==> src/rtl/pm1_pkg.sv <==
// Package: shared bit positions, offsets and event bundle for the PM1 unit.
// Assumes a 16-bit status/enable layout and a 32-bit read path.
package pm1_pkg;

    localparam int unsigned TMR_BIT = 0;
    localparam int unsigned GLK_BIT = 5;
    localparam int unsigned PWR_BIT = 8;
    localparam int unsigned RTC_BIT = 10;
    localparam int unsigned WAK_BIT = 15;

    localparam int REG_W = 16;
    localparam int RD_W  = 32;

    localparam int OFS_STS = 'h0;
    localparam int OFS_EN  = 'h2;
    localparam int OFS_TMR = 'h8;

    // Status bits that may raise the interrupt when enabled.
    localparam logic [REG_W-1:0] SCI_MASK =
        (REG_W'(1) << TMR_BIT) | (REG_W'(1) << GLK_BIT) |
        (REG_W'(1) << PWR_BIT) | (REG_W'(1) << RTC_BIT);

    typedef struct packed {
        logic wake;
        logic rtc;
        logic pwr;
        logic glk;
    } pm1_evt_t;

endpackage

==> src/rtl/pm_tick_timer.sv <==
// Module: free-running tick counter plus the overflow threshold.
// ovf_hit is high while the count has reached the threshold, judged modulo
// the counter width. rearm loads the next half-range boundary above the
// current count. Assumes the threshold is never more than half the counter
// range ahead of the count.
module pm_tick_timer #(
    parameter int VIEW_W = 24
) (
    input  logic              clk,
    input  logic              rst_n,
    input  logic              tick_en,
    input  logic              rearm,
    output logic [VIEW_W-1:0] cnt_view,
    output logic              ovf_hit
);

    localparam int CNT_W   = VIEW_W + 1;
    localparam int STEP_SH = VIEW_W - 1;
    localparam logic [CNT_W-1:0] STEP     = CNT_W'(1) << STEP_SH;
    localparam logic [CNT_W-1:0] LOW_MASK = STEP - CNT_W'(1);

    logic [CNT_W-1:0] cnt_q;
    logic [CNT_W-1:0] thr_q;
    logic [CNT_W-1:0] gap;
    logic [CNT_W-1:0] thr_nxt;

    // Purpose: signed distance of the count past the threshold, and the next boundary.
    always_comb begin
        gap     = cnt_q - thr_q;
        thr_nxt = (cnt_q + STEP) & ~LOW_MASK;
    end

    assign ovf_hit  = ~gap[CNT_W-1];
    assign cnt_view = cnt_q[VIEW_W-1:0];

    // Purpose: advance the counter on each tick strobe.
    always_ff @(posedge clk) begin
        if (!rst_n) begin
            cnt_q <= '0;
        end else if (tick_en) begin
            cnt_q <= cnt_q + CNT_W'(1);
        end
    end

    // Purpose: hold the overflow threshold and reload it on a rearm.
    always_ff @(posedge clk) begin
        if (!rst_n) begin
            thr_q <= '0;
        end else if (rearm) begin
            thr_q <= thr_nxt;
        end
    end

    assert_tick_adv_R2: assert property (@(posedge clk) disable iff (!rst_n)
        tick_en |=> cnt_q == $past(cnt_q) + CNT_W'(1));

    assert_tick_hold_R2: assert property (@(posedge clk) disable iff (!rst_n)
        !tick_en |=> $stable(cnt_q));

    assert_rearm_ahead_R4: assert property (@(posedge clk) disable iff (!rst_n)
        (rearm && !tick_en) |=> !ovf_hit);

endmodule

==> src/rtl/pm1_evt_regs.sv <==
// Module: status and enable words.
// Status bits are write-1-to-clear. Event pulses beat a clear of their own
// bit. The timer flag is the exception: its clear beats its set and asks the
// timer to rearm. Assumes sts_wr and en_wr are never both high.
module pm1_evt_regs
    import pm1_pkg::*;
(
    input  logic             clk,
    input  logic             rst_n,
    input  logic             sts_wr,
    input  logic             en_wr,
    input  logic [REG_W-1:0] wdata,
    input  pm1_evt_t         evt,
    input  logic             ovf_hit,
    output logic [REG_W-1:0] sts_q,
    output logic [REG_W-1:0] en_q,
    output logic             rearm
);

    logic [REG_W-1:0] clr_vec;
    logic [REG_W-1:0] set_vec;

    // Purpose: form the per-bit clear and set requests for this cycle.
    always_comb begin
        clr_vec          = sts_wr ? wdata : '0;
        set_vec          = '0;
        set_vec[TMR_BIT] = ovf_hit & ~clr_vec[TMR_BIT];
        set_vec[GLK_BIT] = evt.glk;
        set_vec[PWR_BIT] = evt.pwr & en_q[PWR_BIT];
        set_vec[RTC_BIT] = evt.rtc;
        set_vec[WAK_BIT] = evt.wake;
    end

    assign rearm = sts_wr & wdata[TMR_BIT] & (sts_q[TMR_BIT] | ovf_hit);

    // Purpose: update the status word from clears and set requests.
    always_ff @(posedge clk) begin
        if (!rst_n) begin
            sts_q <= '0;
        end else begin
            sts_q <= (sts_q & ~clr_vec) | set_vec;
        end
    end

    // Purpose: load the enable word from the bus.
    always_ff @(posedge clk) begin
        if (!rst_n) begin
            en_q <= '0;
        end else if (en_wr) begin
            en_q <= wdata;
        end
    end

    assert_pwr_drop_R7: assert property (@(posedge clk) disable iff (!rst_n)
        !(evt.pwr && en_q[PWR_BIT]) |=> !$rose(sts_q[PWR_BIT]));

    assert_tmr_only_on_hit_R3: assert property (@(posedge clk) disable iff (!rst_n)
        !ovf_hit |=> !$rose(sts_q[TMR_BIT]));

    assert_tmr_clear_R4: assert property (@(posedge clk) disable iff (!rst_n)
        (sts_wr && wdata[TMR_BIT]) |=> !sts_q[TMR_BIT]);

    assert_wake_set_R8: assert property (@(posedge clk) disable iff (!rst_n)
        evt.wake |=> sts_q[WAK_BIT]);

    assert_en_load_R6: assert property (@(posedge clk) disable iff (!rst_n)
        en_wr |=> en_q == $past(wdata));

endmodule

==> src/rtl/pm1_bus_port.sv <==
// Module: register bus decode and read multiplexer.
// Writes are decoded against the exact offset. The read path is
// combinational from bus_addr. Unmapped offsets read zero.
module pm1_bus_port
    import pm1_pkg::*;
#(
    parameter int ADDR_W = 4,
    parameter int VIEW_W = 24
) (
    input  logic [ADDR_W-1:0] bus_addr,
    input  logic              bus_wr,
    input  logic [REG_W-1:0]  sts_q,
    input  logic [REG_W-1:0]  en_q,
    input  logic [VIEW_W-1:0] cnt_view,
    output logic              sts_wr,
    output logic              en_wr,
    output logic [RD_W-1:0]   bus_rdata
);

    logic hit_sts;
    logic hit_en;
    logic hit_tmr;

    // Purpose: match the offset against the three mapped registers.
    always_comb begin
        hit_sts = (bus_addr == ADDR_W'(OFS_STS));
        hit_en  = (bus_addr == ADDR_W'(OFS_EN));
        hit_tmr = (bus_addr == ADDR_W'(OFS_TMR));
    end

    assign sts_wr = bus_wr & hit_sts;
    assign en_wr  = bus_wr & hit_en;

    // Purpose: select the read data for the addressed register.
    always_comb begin
        bus_rdata = '0;
        if (hit_sts) begin
            bus_rdata = RD_W'(sts_q);
        end else if (hit_en) begin
            bus_rdata = RD_W'(en_q);
        end else if (hit_tmr) begin
            bus_rdata = RD_W'(cnt_view);
        end
    end

endmodule

==> src/rtl/pm1_event_unit.sv <==
// Module: top of the power-management event unit.
// Ties the bus port, status/enable registers and tick timer together and
// forms the interrupt level. Assumes event inputs are synchronous to clk.
module pm1_event_unit
    import pm1_pkg::*;
#(
    parameter int ADDR_W = 4,
    parameter int VIEW_W = 24
) (
    input  logic              clk,
    input  logic              rst_n,
    input  logic [ADDR_W-1:0] bus_addr,
    input  logic              bus_wr,
    input  logic [15:0]       bus_wdata,
    output logic [31:0]       bus_rdata,
    input  logic              tick_en,
    input  logic              pwrbtn_evt,
    input  logic              rtc_evt,
    input  logic              glock_evt,
    input  logic              wake_set,
    input  logic              gpe_req,
    output logic              sci
);

    logic             sts_wr;
    logic             en_wr;
    logic             rearm;
    logic             ovf_hit;
    logic [REG_W-1:0] sts_q;
    logic [REG_W-1:0] en_q;
    logic [VIEW_W-1:0] cnt_view;
    pm1_evt_t         evt;

    assign evt = '{wake: wake_set, rtc: rtc_evt, pwr: pwrbtn_evt, glk: glock_evt};

    pm1_bus_port #(.ADDR_W(ADDR_W), .VIEW_W(VIEW_W)) u_port (
        .bus_addr  (bus_addr),
        .bus_wr    (bus_wr),
        .sts_q     (sts_q),
        .en_q      (en_q),
        .cnt_view  (cnt_view),
        .sts_wr    (sts_wr),
        .en_wr     (en_wr),
        .bus_rdata (bus_rdata)
    );

    pm1_evt_regs u_regs (
        .clk     (clk),
        .rst_n   (rst_n),
        .sts_wr  (sts_wr),
        .en_wr   (en_wr),
        .wdata   (bus_wdata),
        .evt     (evt),
        .ovf_hit (ovf_hit),
        .sts_q   (sts_q),
        .en_q    (en_q),
        .rearm   (rearm)
    );

    pm_tick_timer #(.VIEW_W(VIEW_W)) u_timer (
        .clk      (clk),
        .rst_n    (rst_n),
        .tick_en  (tick_en),
        .rearm    (rearm),
        .cnt_view (cnt_view),
        .ovf_hit  (ovf_hit)
    );

    // Purpose: interrupt level from enabled pending events or the external request.
    always_comb begin
        sci = (|(sts_q & en_q & SCI_MASK)) | gpe_req;
    end

    assert_gpe_drives_sci_R9: assert property (@(posedge clk) disable iff (!rst_n)
        gpe_req |-> sci);

    assert_wake_no_sci_R9: assert property (@(posedge clk) disable iff (!rst_n)
        (!gpe_req && ((sts_q & en_q & ~(REG_W'(1) << WAK_BIT)) == '0)) |-> !sci);

endmodule

==> config.mk <==
export PLATFORM = sky130hd
export DESIGN_NAME = pm1_event_unit
export DESIGN_NICKNAME = d
export VERILOG_FILES = /design/src/rtl/pm1_pkg.sv /design/src/rtl/pm_tick_timer.sv /design/src/rtl/pm1_evt_regs.sv /design/src/rtl/pm1_bus_port.sv /design/src/rtl/pm1_event_unit.sv
export SDC_FILE = /design/constraint.sdc
export NUM_CORES = 1
export LEC_CHECK = 0
export ABC_AREA = 1
export BUFFER_PORTS_ARGS = -buffer_cell sky130_fd_sc_hd__buf_2
export CORE_MARGIN = 2
export CORE_UTILIZATION = 29
export CTS_CLUSTER_SIZE = 24
export DETAILED_ROUTE_END_ITERATION = 7
export PLACE_DENSITY = 0.59
export SLEW_MARGIN = 25
export SYNTH_ARGS = -nofsm -noshare
export SYNTH_HDL_FRONTEND = slang
export SYNTH_SLANG_ARGS = --single-unit
==> constraint.sdc <==
create_clock -name clk -period 2.5 [get_ports clk]
set_input_delay 0.5 -clock clk [delete_from_list [all_inputs] [get_ports clk]]
set_output_delay 0.5 -clock clk [all_outputs]
set_load 0.1 [all_outputs]
==> summary.md <==
STA classifies the critical path endpoint as a primary output. Initial antenna violation count: 0. Across the run, the number of max-cap violations was 0. The flow ran to the end, and the final reports show no timing, DRC or antenna violations.

The final-layout worst hold slack was 0.386 ns. The Yosys step of the flow raised 0 warnings. The total length of routed wires was 7880 um.

sky130_fd_sc_hd__dfxtp_1 takes more of the synthesized area than any other cell. 0 antenna diodes ended up in the layout. The tools report the portion of the post-synthesis area used by sequential elements as 0.398.

The logs give 38 for the pin count of the biggest net entering global routing and 3 for the maximum level of the CTS H-tree. The required time reported for the critical path endpoint is 2.00 ns, and the detailed-route DRC error count is 0. The first global-routing pass estimated 13600 um of wire. The cts-stage hold buffer count was 0.

After synthesis, the cell types taking the most area are sky130_fd_sc_hd__dfxtp_1 (40%), sky130_fd_sc_hd__nand2_1 (13%), sky130_fd_sc_hd__nor2_1 (9.4%), sky130_fd_sc_hd__inv_1 (7.7%), sky130_fd_sc_hd__o21ai_0 (6.6%). The total die area was 11100 um2; the maximum VDD drop was 0.237 mV. The last weighted congestion value of the routability-driven placer is 0.836.

The die is 105 um tall. The run gives 1.65 nW as the standby leakage power. Counting flops and latches in the post-synthesis netlist gives 59. The clock input transition at the sequential cells of the worst setup and hold paths works out to 0.07 ns. The fraction of final layout cells sized beyond drive strength 1 was 0.194; the area growth from synthesis to layout was 34.0%. STA classifies the critical path startpoint as a primary input. Setup repair after global routing left no endpoint under its margin.

Summed over all layers, the global routing overflow is 0. Once placement finished, the instance area stood at 3770 um2. The type of the tightest min-delay check was primary input to flop. The finished cells cover 3980 um2.

Counting the buffers created by CTS gives 9. For the overall fraction of global-route tracks in use, the log shows 0.154. In this run the clock root is driven by a sky130_fd_sc_hd__clkbuf_8. Top cell type's share of synthesized area: 0.398.

For this design the ratio of total power to cell area is 524 nW/um2. TritonCTS built the clock tree. The final clock period utilization by the worst path came out at 0.876. Using the TritonRoute via totals, the vias-per-cell ratio works out to 4.53.

The longest clock path from root to sink contains 2 buffers. The final count of hold timing violations was 0. Once the clock tree was built, the resizer swapped 0 gates to a different size. The post-CTS setup-driven buffer insertion count was 0; the first-pass iteration count of the detailed router was 4.

The completed layout was analyzed and its total power is 2.09 mW. For the insertion delay of the later-clocked pin in the worst-skew pair, the log shows 0.34 ns. The via count of the first global-routing pass is 2893. The mapped cell area is 2970 um2. The die outline width was 105 um; the post-synthesis area per instance was 6.56 um2. The run gives 453 as the number of cells produced by synthesis. Across all layers, the routed design uses 2936 vias. The tools report the number of distinct standard cells referenced by the synthesized netlist as 26. The run gives 0.301 as the starting utilization of the core area. Final setup violation count: 0. Leaving out fill and tap cells, the most frequent cells in the layout are sky130_fd_sc_hd__nand2_1 (105), sky130_fd_sc_hd__nor2_1 (65), sky130_fd_sc_hd__inv_1 (60).

Counting every sink on the clock net gives 59. For the final database, setup skew stands at 0.00824 ns. In this run the worst path has a maximum fanout of 10.

The endpoint arrival time on the critical path was 1.69 ns. Port buffering added 53 buffers. The clock period could shrink to 2.19 ns. For this run, the top clock speed supported by timing is 456 MHz. The logs give 0 for the number of nets still failing antenna checks after routing and 36 for the number of rows in the core area. In this run the count of I/O pins placed on the die edge is 62. The core region area is 9860 um2. In the final routed layout, each cell accounts on average for 12.2 um.

The max-slew violation total from the final report was 0; the HPWL after detailed placement was 5740 um. Leaving out fill and tap cells, the most frequent cell in the layout is sky130_fd_sc_hd__nand2_1. For this block, the initial DRC count from the detailed router was 129.

Type of the worst setup path: primary input to primary output. In the final design database the tool counted 540 nets.
-- area by class of cell --
class	count	area (um2)
clock buffer	12	165
sequential	59	1180
inverter	63	236
clock inverter	4	47.5
tap	133	166
timing repair buffer	61	686
fill	1017	5890
multi-input combinational	316	1500
-- cells by family (layout without fill, tap and decap cells) --
| family | Yosys count | count (layout) | synth area share |
|---|---|---|---|
| xor gates and xnor gates | 4 | 4 | 0.0118 |
| other | 1 | 8 | 0.00126 |
| DFF | 59 | 59 | 0.398 |
| adders and majority gates | 1 | 1 | 0.00421 |
| AOI/OAI and AO/OA | 85 | 85 | 0.156 |
| buffers and inverters | 85 | 140 | 0.123 |
| and+or+nand+nor | 218 | 218 | 0.306 |
-- critical path: stages --
cell	delay [ns]
sky130_fd_sc_hd__buf_2	0.12
sky130_fd_sc_hd__nor2_4	0.11
sky130_fd_sc_hd__inv_2	0.07
sky130_fd_sc_hd__nor3_4	0.18
sky130_fd_sc_hd__inv_2	0.15
sky130_fd_sc_hd__buf_4	0.22
sky130_fd_sc_hd__nor2_2	0.15
sky130_fd_sc_hd__buf_12	0.19
-- through the flow --
step                      TNS, ns  cells  utilization  worst slack [ns]
after CTS                       0    648        0.403             0.292
final                           0    648        0.403             0.309
after detailed placement        0    632        0.382             0.291
after floorplan             -3.70    460            -            -0.539
after global routing            0    648        0.403             0.211
after global placement          0    632        0.382             0.326
-- path summary, 6_finish.rpt --
kind / startpoint / end / slack (ns) / cells after the start
min reg2reg: u_regs.sts_q[7] / u_regs.sts_q[7] / 0.45 / 2
min: glock_evt / u_regs.sts_q[5] / 0.39 / 3
max: bus_addr[1] / bus_rdata[16] / 0.31 / 8
max reg2reg: u_timer.cnt_q[1] / u_timer.cnt_q[18] / 0.81 / 8
-- cells in the mapped netlist (all sizes together) --
master and count:
nand2 106, nor2 80, inv 63, dfxtp 59
o21ai 39, a21oi 35, nand3 26, buf 14
o211ai 9, clkbuf 8, nor3 5, xor2 4
a221oi 1, conb 1, ha 1, nand4 1
o21a 1
-- flip-flops by register name (all words and copies together), names as in the netlist --
name / flops
u_regs.en_q: 16
u_regs.sts_q: 16
u_timer.cnt_q: 25
u_timer.thr_q: 2
-- power breakdown --
group,switching (mW),leakage (nW),internal [mW],total [mW]
combinational,0.146,1.06,0.0481,0.194
sequential,0.0107,0.478,0.954,0.964
clock,0.390,0.108,0.538,0.929
total,0.547,1.65,1.54,2.09
-- layer usage --
metal	wire [um]	track usage	vias up	part of all wire
li1	-	-	1525	-
met2	3660	0.252	64	0.46
met4	155	0.0686	0	0.020
met1	3780	0.200	1335	0.48
met5	0	0	-	0
met3	288	0.0231	12	0.037
No activity file was read; power rests on OpenSTA's default activity.
